File: config.mk
export PLATFORM = sky130hd
export DESIGN_NAME = pipe_hazard_unit
export DESIGN_NICKNAME = d
export VERILOG_FILES = /design/src/rtl/hzd_pkg.sv /design/src/rtl/hzd_match.sv /design/src/rtl/hzd_fwd_sel.sv /design/src/rtl/hzd_load_interlock.sv /design/src/rtl/pipe_hazard_unit.sv
export SDC_FILE = /design/constraint.sdc
export NUM_CORES = 1
export LEC_CHECK = 0
export BUFFER_PORTS_ARGS = -buffer_cell sky130_fd_sc_hd__buf_2
export CORE_MARGIN = 1
export CORE_UTILIZATION = 40
export DETAILED_ROUTE_END_ITERATION = 12
export PLACE_DENSITY = 0.85
export SYNTH_ARGS = -nofsm -noshare
export SYNTH_HDL_FRONTEND = slang
export SYNTH_SLANG_ARGS = --single-unit
File: constraint.sdc
create_clock -name vclk -period 2.4
set_input_delay 0.24 -clock vclk [all_inputs]
set_output_delay 0.24 -clock vclk [all_outputs]
set_load 0.05 [all_outputs]
File: src/rtl/hzd_pkg.sv
// Shared types for the hazard and bypass unit.
// Assumes: operand select codes are fixed by the execute-stage muxes.
package hzd_pkg;

    // Source of an execute-stage ALU operand.
    typedef enum logic [1:0] {
        SRC_RF  = 2'b00,   // register file read in decode
        SRC_WB  = 2'b01,   // value held in memory/writeback
        SRC_MEM = 2'b10    // ALU result held in execute/memory
    } opnd_src_e;

    // Number of register read ports served per instruction.
    localparam int unsigned NUM_SRC = 2;

endpackage

File: src/rtl/hzd_match.sv
// Producer/consumer comparator.
// Reports that a consumer source register will receive the result of
// one producer: the producer writes, its destination is not register 0,
// and the register numbers agree.
// Assumes: register 0 is hard-wired and never carries a produced value.
module hzd_match #(
    parameter int unsigned REG_AW = 5
) (
    input  logic [REG_AW-1:0] prod_dst,
    input  logic              prod_wen,
    input  logic [REG_AW-1:0] cons_src,
    output logic              hit
);

    localparam logic [REG_AW-1:0] ZERO_REG = '0;

    logic dst_live;
    logic same_reg;

    // Qualify the producer: it must write and not target register 0.
    always_comb begin
        dst_live = prod_wen && (prod_dst != ZERO_REG);
    end

    // Compare register numbers bit for bit.
    always_comb begin
        same_reg = (prod_dst == cons_src);
    end

    // Combine qualification and comparison.
    always_comb begin
        hit = dst_live && same_reg;
    end

endmodule

File: src/rtl/hzd_fwd_sel.sv
// Operand bypass selector for one execute-stage source.
// Picks the execute/memory result over the memory/writeback result when
// both hold the register, otherwise falls back to the register file.
// Assumes: a load never sits in execute/memory while its consumer is in
// execute, because the load interlock inserts a bubble first.
module hzd_fwd_sel
    import hzd_pkg::*;
#(
    parameter int unsigned REG_AW = 5
) (
    input  logic              clk,
    input  logic              rst_n,
    input  logic [REG_AW-1:0] ex_src,
    input  logic [REG_AW-1:0] em_dst,
    input  logic              em_wen,
    input  logic [REG_AW-1:0] mw_dst,
    input  logic              mw_wen,
    output opnd_src_e         sel
);

    localparam logic [REG_AW-1:0] ZERO_REG = '0;

    logic mem_hit;
    logic wb_hit;

    hzd_match #(.REG_AW(REG_AW)) i_mem_cmp (
        .prod_dst (em_dst),
        .prod_wen (em_wen),
        .cons_src (ex_src),
        .hit      (mem_hit)
    );

    hzd_match #(.REG_AW(REG_AW)) i_wb_cmp (
        .prod_dst (mw_dst),
        .prod_wen (mw_wen),
        .cons_src (ex_src),
        .hit      (wb_hit)
    );

    // Priority select: the younger producer holds the newer value.
    always_comb begin
        if (mem_hit) begin
            sel = SRC_MEM;
        end else if (wb_hit) begin
            sel = SRC_WB;
        end else begin
            sel = SRC_RF;
        end
    end

    // only the three defined codes reach the operand mux.
    p_legal_code_r4: assert property (@(posedge clk) disable iff (!rst_n)
        sel != opnd_src_e'(2'b11));

    // a double match resolves to the execute/memory result.
    p_mem_priority_r3: assert property (@(posedge clk) disable iff (!rst_n)
        (mem_hit && wb_hit) |-> (sel == SRC_MEM));

    // reading register 0 always uses the register file.
    p_zero_src_r5: assert property (@(posedge clk) disable iff (!rst_n)
        (ex_src == ZERO_REG) |-> (sel == SRC_RF));

    // with both write-enables low nothing is bypassed.
    p_no_wen_r9: assert property (@(posedge clk) disable iff (!rst_n)
        (!em_wen && !mw_wen) |-> (sel == SRC_RF));

    // a bypass from execute/memory needs that stage to be writing.
    p_mem_needs_wen_r1: assert property (@(posedge clk) disable iff (!rst_n)
        (sel == SRC_MEM) |-> (em_wen && em_dst == ex_src));

endmodule

File: src/rtl/hzd_load_interlock.sv
// Load-use interlock.
// Raises a hold request when the decode/execute entry is a writing load
// whose destination is read by any decode source. The loaded value only
// exists after the memory stage, one cycle too late for a direct bypass.
// Assumes: one hold cycle is enough, because the squashed slot lets the
// load reach memory/writeback before its consumer enters execute.
module hzd_load_interlock #(
    parameter int unsigned REG_AW  = 5,
    parameter int unsigned NUM_SRC = 2
) (
    input  logic                           clk,
    input  logic                           rst_n,
    input  logic [NUM_SRC-1:0][REG_AW-1:0] id_src,
    input  logic [REG_AW-1:0]              de_dst,
    input  logic                           de_wen,
    input  logic                           de_is_load,
    output logic                           hold
);

    localparam logic [REG_AW-1:0] ZERO_REG = '0;

    logic [NUM_SRC-1:0] src_hit;

    // One comparator per decode source.
    for (genvar s = 0; s < NUM_SRC; s++) begin : g_src
        hzd_match #(.REG_AW(REG_AW)) i_cmp (
            .prod_dst (de_dst),
            .prod_wen (de_wen),
            .cons_src (id_src[s]),
            .hit      (src_hit[s])
        );
    end

    // Hold only for a load; ALU results are bypassed instead.
    always_comb begin
        hold = de_is_load && (|src_hit);
    end

    // a non-load producer never holds the front end.
    p_alu_no_hold_r7: assert property (@(posedge clk) disable iff (!rst_n)
        !de_is_load |-> !hold);

    // a load into register 0 never holds.
    p_zero_dst_r5: assert property (@(posedge clk) disable iff (!rst_n)
        (de_dst == ZERO_REG) |-> !hold);

    // a load with write-enable low never holds.
    p_no_wen_r9b: assert property (@(posedge clk) disable iff (!rst_n)
        !de_wen |-> !hold);

endmodule

File: src/rtl/pipe_hazard_unit.sv
// Read-after-write hazard and operand bypass unit, top level.
// Combines per-operand bypass selection for execute, the one-cycle
// load-use interlock for decode, and the writeback-to-decode flags.
// Assumes: all inputs come straight from pipeline registers; outputs are
// combinational and used in the same cycle. clk and rst_n only time the
// embedded checks; the unit holds no state.
module pipe_hazard_unit
    import hzd_pkg::*;
#(
    parameter int unsigned REG_AW = 5
) (
    input  logic              clk,
    input  logic              rst_n,
    input  logic [REG_AW-1:0] ex_src_a,
    input  logic [REG_AW-1:0] ex_src_b,
    input  logic [REG_AW-1:0] id_src_a,
    input  logic [REG_AW-1:0] id_src_b,
    input  logic [REG_AW-1:0] de_dst,
    input  logic              de_wen,
    input  logic              de_is_load,
    input  logic [REG_AW-1:0] em_dst,
    input  logic              em_wen,
    input  logic [REG_AW-1:0] mw_dst,
    input  logic              mw_wen,
    output logic [1:0]        sel_a,
    output logic [1:0]        sel_b,
    output logic              hold_front,
    output logic              squash_ex,
    output logic              id_a_use_wb,
    output logic              id_b_use_wb
);

    logic [NUM_SRC-1:0][REG_AW-1:0] ex_src;
    logic [NUM_SRC-1:0][REG_AW-1:0] id_src;
    opnd_src_e [NUM_SRC-1:0]        ex_sel;
    logic [NUM_SRC-1:0]             id_wb_hit;
    logic                           load_hold;

    // Gather the named source ports into indexed vectors.
    always_comb begin
        ex_src[0] = ex_src_a;
        ex_src[1] = ex_src_b;
        id_src[0] = id_src_a;
        id_src[1] = id_src_b;
    end

    // Per-source bypass selection and writeback-to-decode detection.
    for (genvar s = 0; s < NUM_SRC; s++) begin : g_opnd
        hzd_fwd_sel #(.REG_AW(REG_AW)) i_fwd (
            .clk    (clk),
            .rst_n  (rst_n),
            .ex_src (ex_src[s]),
            .em_dst (em_dst),
            .em_wen (em_wen),
            .mw_dst (mw_dst),
            .mw_wen (mw_wen),
            .sel    (ex_sel[s])
        );

        hzd_match #(.REG_AW(REG_AW)) i_wb_to_id (
            .prod_dst (mw_dst),
            .prod_wen (mw_wen),
            .cons_src (id_src[s]),
            .hit      (id_wb_hit[s])
        );
    end

    hzd_load_interlock #(.REG_AW(REG_AW), .NUM_SRC(NUM_SRC)) i_interlock (
        .clk        (clk),
        .rst_n      (rst_n),
        .id_src     (id_src),
        .de_dst     (de_dst),
        .de_wen     (de_wen),
        .de_is_load (de_is_load),
        .hold       (load_hold)
    );

    // Drive the operand select ports from the per-source selectors.
    always_comb begin
        sel_a = ex_sel[0];
        sel_b = ex_sel[1];
    end

    // Hold and squash move together: the held slot becomes a bubble.
    always_comb begin
        hold_front = load_hold;
        squash_ex  = load_hold;
    end

    // Tell decode which sources should take the writeback value.
    always_comb begin
        id_a_use_wb = id_wb_hit[0];
        id_b_use_wb = id_wb_hit[1];
    end

    // a writeback flag implies a writing memory/writeback match.
    p_wb_flag_r8: assert property (@(posedge clk) disable iff (!rst_n)
        id_a_use_wb |-> (mw_wen && mw_dst == id_src_a));

    // no hold unless decode/execute carries a writing load.
    p_late_no_hold_r10: assert property (@(posedge clk) disable iff (!rst_n)
        !(de_wen && de_is_load) |-> !hold_front);

    // the front-end hold always comes with a squash.
    p_hold_squash_r6: assert property (@(posedge clk) disable iff (!rst_n)
        hold_front |-> squash_ex);

endmodule

==> run_results.csv <==
group,metric,value,unit
drt,vias,612,
layout,multi_input_area,504,µm²
die,fp.coreArea,0.00128,mm²
layout,design.seq.count,0,
grt,grt_antenna_before_repair,0,
power,power_frac_comb,100.0,%
synthesis,netlist_instances,71,
clock_tree,cts_setup_buffers,0,
layout,antenna_cells,0,
placed_design,place.port_buffers,47,
drt,viasPerCell,4.90,
grt,grt_pass1_wl,1960,µm
placed_design,gp_congestion,0.748,
placed_design,dp_hpwl,1250,µm
die,io_pins,49,
critical_path,crit_arrival,1720,ps
critical_path,critPathKind,"primary input to output port",
drt,met1_length,601,µm
layout,drive_gt1_share,45.5,%
timing,relSlewSlack,70.6,%
power,switching_share,51.5,%
hold_path,hold_end,"squash_ex",
layout,finalNetCount,153,
critical_path,worstPathRequired,2160,ps
timing,rsz0062_at_grt,"no",
timing,worst_pin_slew,437,ps
power,ir_worst_vdd,77.7,µV
hold_path,hold_depth,4,
die,die_area,0.00153,mm²
layout,area_delta_synth_final,37.4,%
timing,period_share,81.7,%
synthesis,synthesis.nets,112,
run,cap_violations,0,
drt,drc,0,
power,p_int,64.3,µW
timing,drv_slew,0,
synthesis,ys_warn_count,0,
synthesis,synth.avg_cell_area,7.77,µm²
drt,wl,1360,µm
timing,fin_crit,1960,ps
synthesis,synthTopCellsByArea,"xor2_1 (38%), xnor2_1 (25%), or4_1 (6.8%), nand3_1 (5.4%), buf_2 (4.5%)",
drt,highest_layer,"met3",
die,dieHeight,39.1,µm
die,die_x,39.1,µm
grt,overflow,0,
timing,finalSetupViolCount,0,
hold_path,hold_path.class,"primary input to output port",
die,initial_utilization,42.9,%
drt,antenna_left,0,
drt,wire_per_inst,10.9,µm
drt,wl_met3,37,µm
die,rows,13,
grt,grt.total_usage,17.4,%
layout,seq_area,0,µm²
critical_path,end_kind,"output port",
critical_path,cp_max_fo,3,
synthesis,yosysUniqueCellTypes,13,
timing,whs,904,ps
timing,setup_tns,0,ps
synthesis,synth_top_cell_by_area,"xor2_1",
synthesis,seq_area_frac_synth,0,%
timing,final-hold-violation-count,0,
run_status,status,"finished, final reports clean",
power,pwr-share-clk,0,%
clock_tree,postCtsResizedCells,0,
synthesis,synth.cell_area,552,µm²
drt,met2_length,721,µm
power,leakage,0.000353,µW
critical_path,startpoint_type,"primary input",
grt,grt_pass1_vias,475,
power,seq_power_share,0,%
drt,drtPass1Iterations,4,
synthesis,yosysTopAreaCellShare,38.1,%
power,switchingPower,68.2,µW
power,cellPowerDensity,175,mW/mm²
clock_tree,cts_hold_buf,0,
layout,nClkBuffers,0,
layout,fillCellCount,125,
drt,drtIter0Drc,15,
timing,max_freq,510,MHz
hold_path,min-delay-start,"de_wen",
grt,grt_max_degree,6,
[worst max-delay path: stages]
cell     delay [ps]
buf_2           120
or4_1           530
o21ai_2         160
nor4_1          100
nor4_2          260
buf_2           300
[layout by cell type, fill, tap and decap left out, drive strengths merged]
cell and instances:
or4 5, nor4 6, xnor2 16, o211ai 1
o21ai 2, xor2 24, nand3 6, buf 47
nor3 2, a21oi 1
[metal layers]
metal / vias to the layer above / GRT usage, %
met5: - / 0
met4: 0 / 2.59
met3: 0 / 0
met2: 10 / 30.4
met1: 280 / 24.0
li1: 322 / -
[synth_stat cells]
| library cell | n |
|---|---|
| xor2_1 | 24 |
| xnor2_1 | 16 |
| nand3_1 | 6 |
| buf_2 | 5 |
| or4_1 | 5 |
| nor4_1 | 4 |
| buf_4 | 3 |
| nor3_1 | 2 |
| nor4_2 | 2 |
| a21oi_1 | 1 |
| o211ai_1 | 1 |
| o21ai_1 | 1 |
| o21ai_2 | 1 |
[cell type report]
cell class | count | area share (%)
multi-input combinational | 63 | 66.5
timing repair buffer | 47 | 31.0
tap | 15 | 2.48
[power by group through the flow]
| stage | combinational (µW) | clock (µW) | sequential (µW) |
|---|---|---|---|
| 2_1_floorplan | 79.6 | 0 | 0 |
| 3_3_place_gp | 129 | 0 | 0 |
| 3_5_place_dp | 133 | 0 | 0 |
| 4_1_cts | 133 | 0 | 0 |
| 5_1_grt | 144 | 0 | 0 |
| 6_report | 133 | 0 | 0 |
[through the flow]
step	total power (µW)	cells	setup slack, ps	utilization (%)	area [µm²]
detailed placement	133	125	461	59.0	758
global placement	129	125	456	59.0	758
CTS	133	125	451	59.0	758
global route	144	125	362	59.0	758
floorplan	79.6	71	12.6	-	552
finish	133	125	439	59.0	758
[how the worst max path moves through the flow]
stage	from	cells after the start	slack [ps]	endpoint
2_1_floorplan	mw_dst[0]	4	10	id_b_use_wb
3_3_place_gp	em_dst[0]	6	460	sel_b[0]
3_5_place_dp	em_dst[0]	6	460	sel_b[0]
4_1_cts	em_dst[0]	6	450	sel_b[0]
5_1_grt	em_dst[0]	6	360	sel_b[0]
6_report	em_dst[0]	6	440	sel_b[0]
[cells by family after synthesis]
logic type      synth area share (%)
xor+xnor                        63.5
compound gates                  4.76
buf+inv                         8.62
simple gates                    23.1
Note: power is estimated with default switching activity, not from simulation.
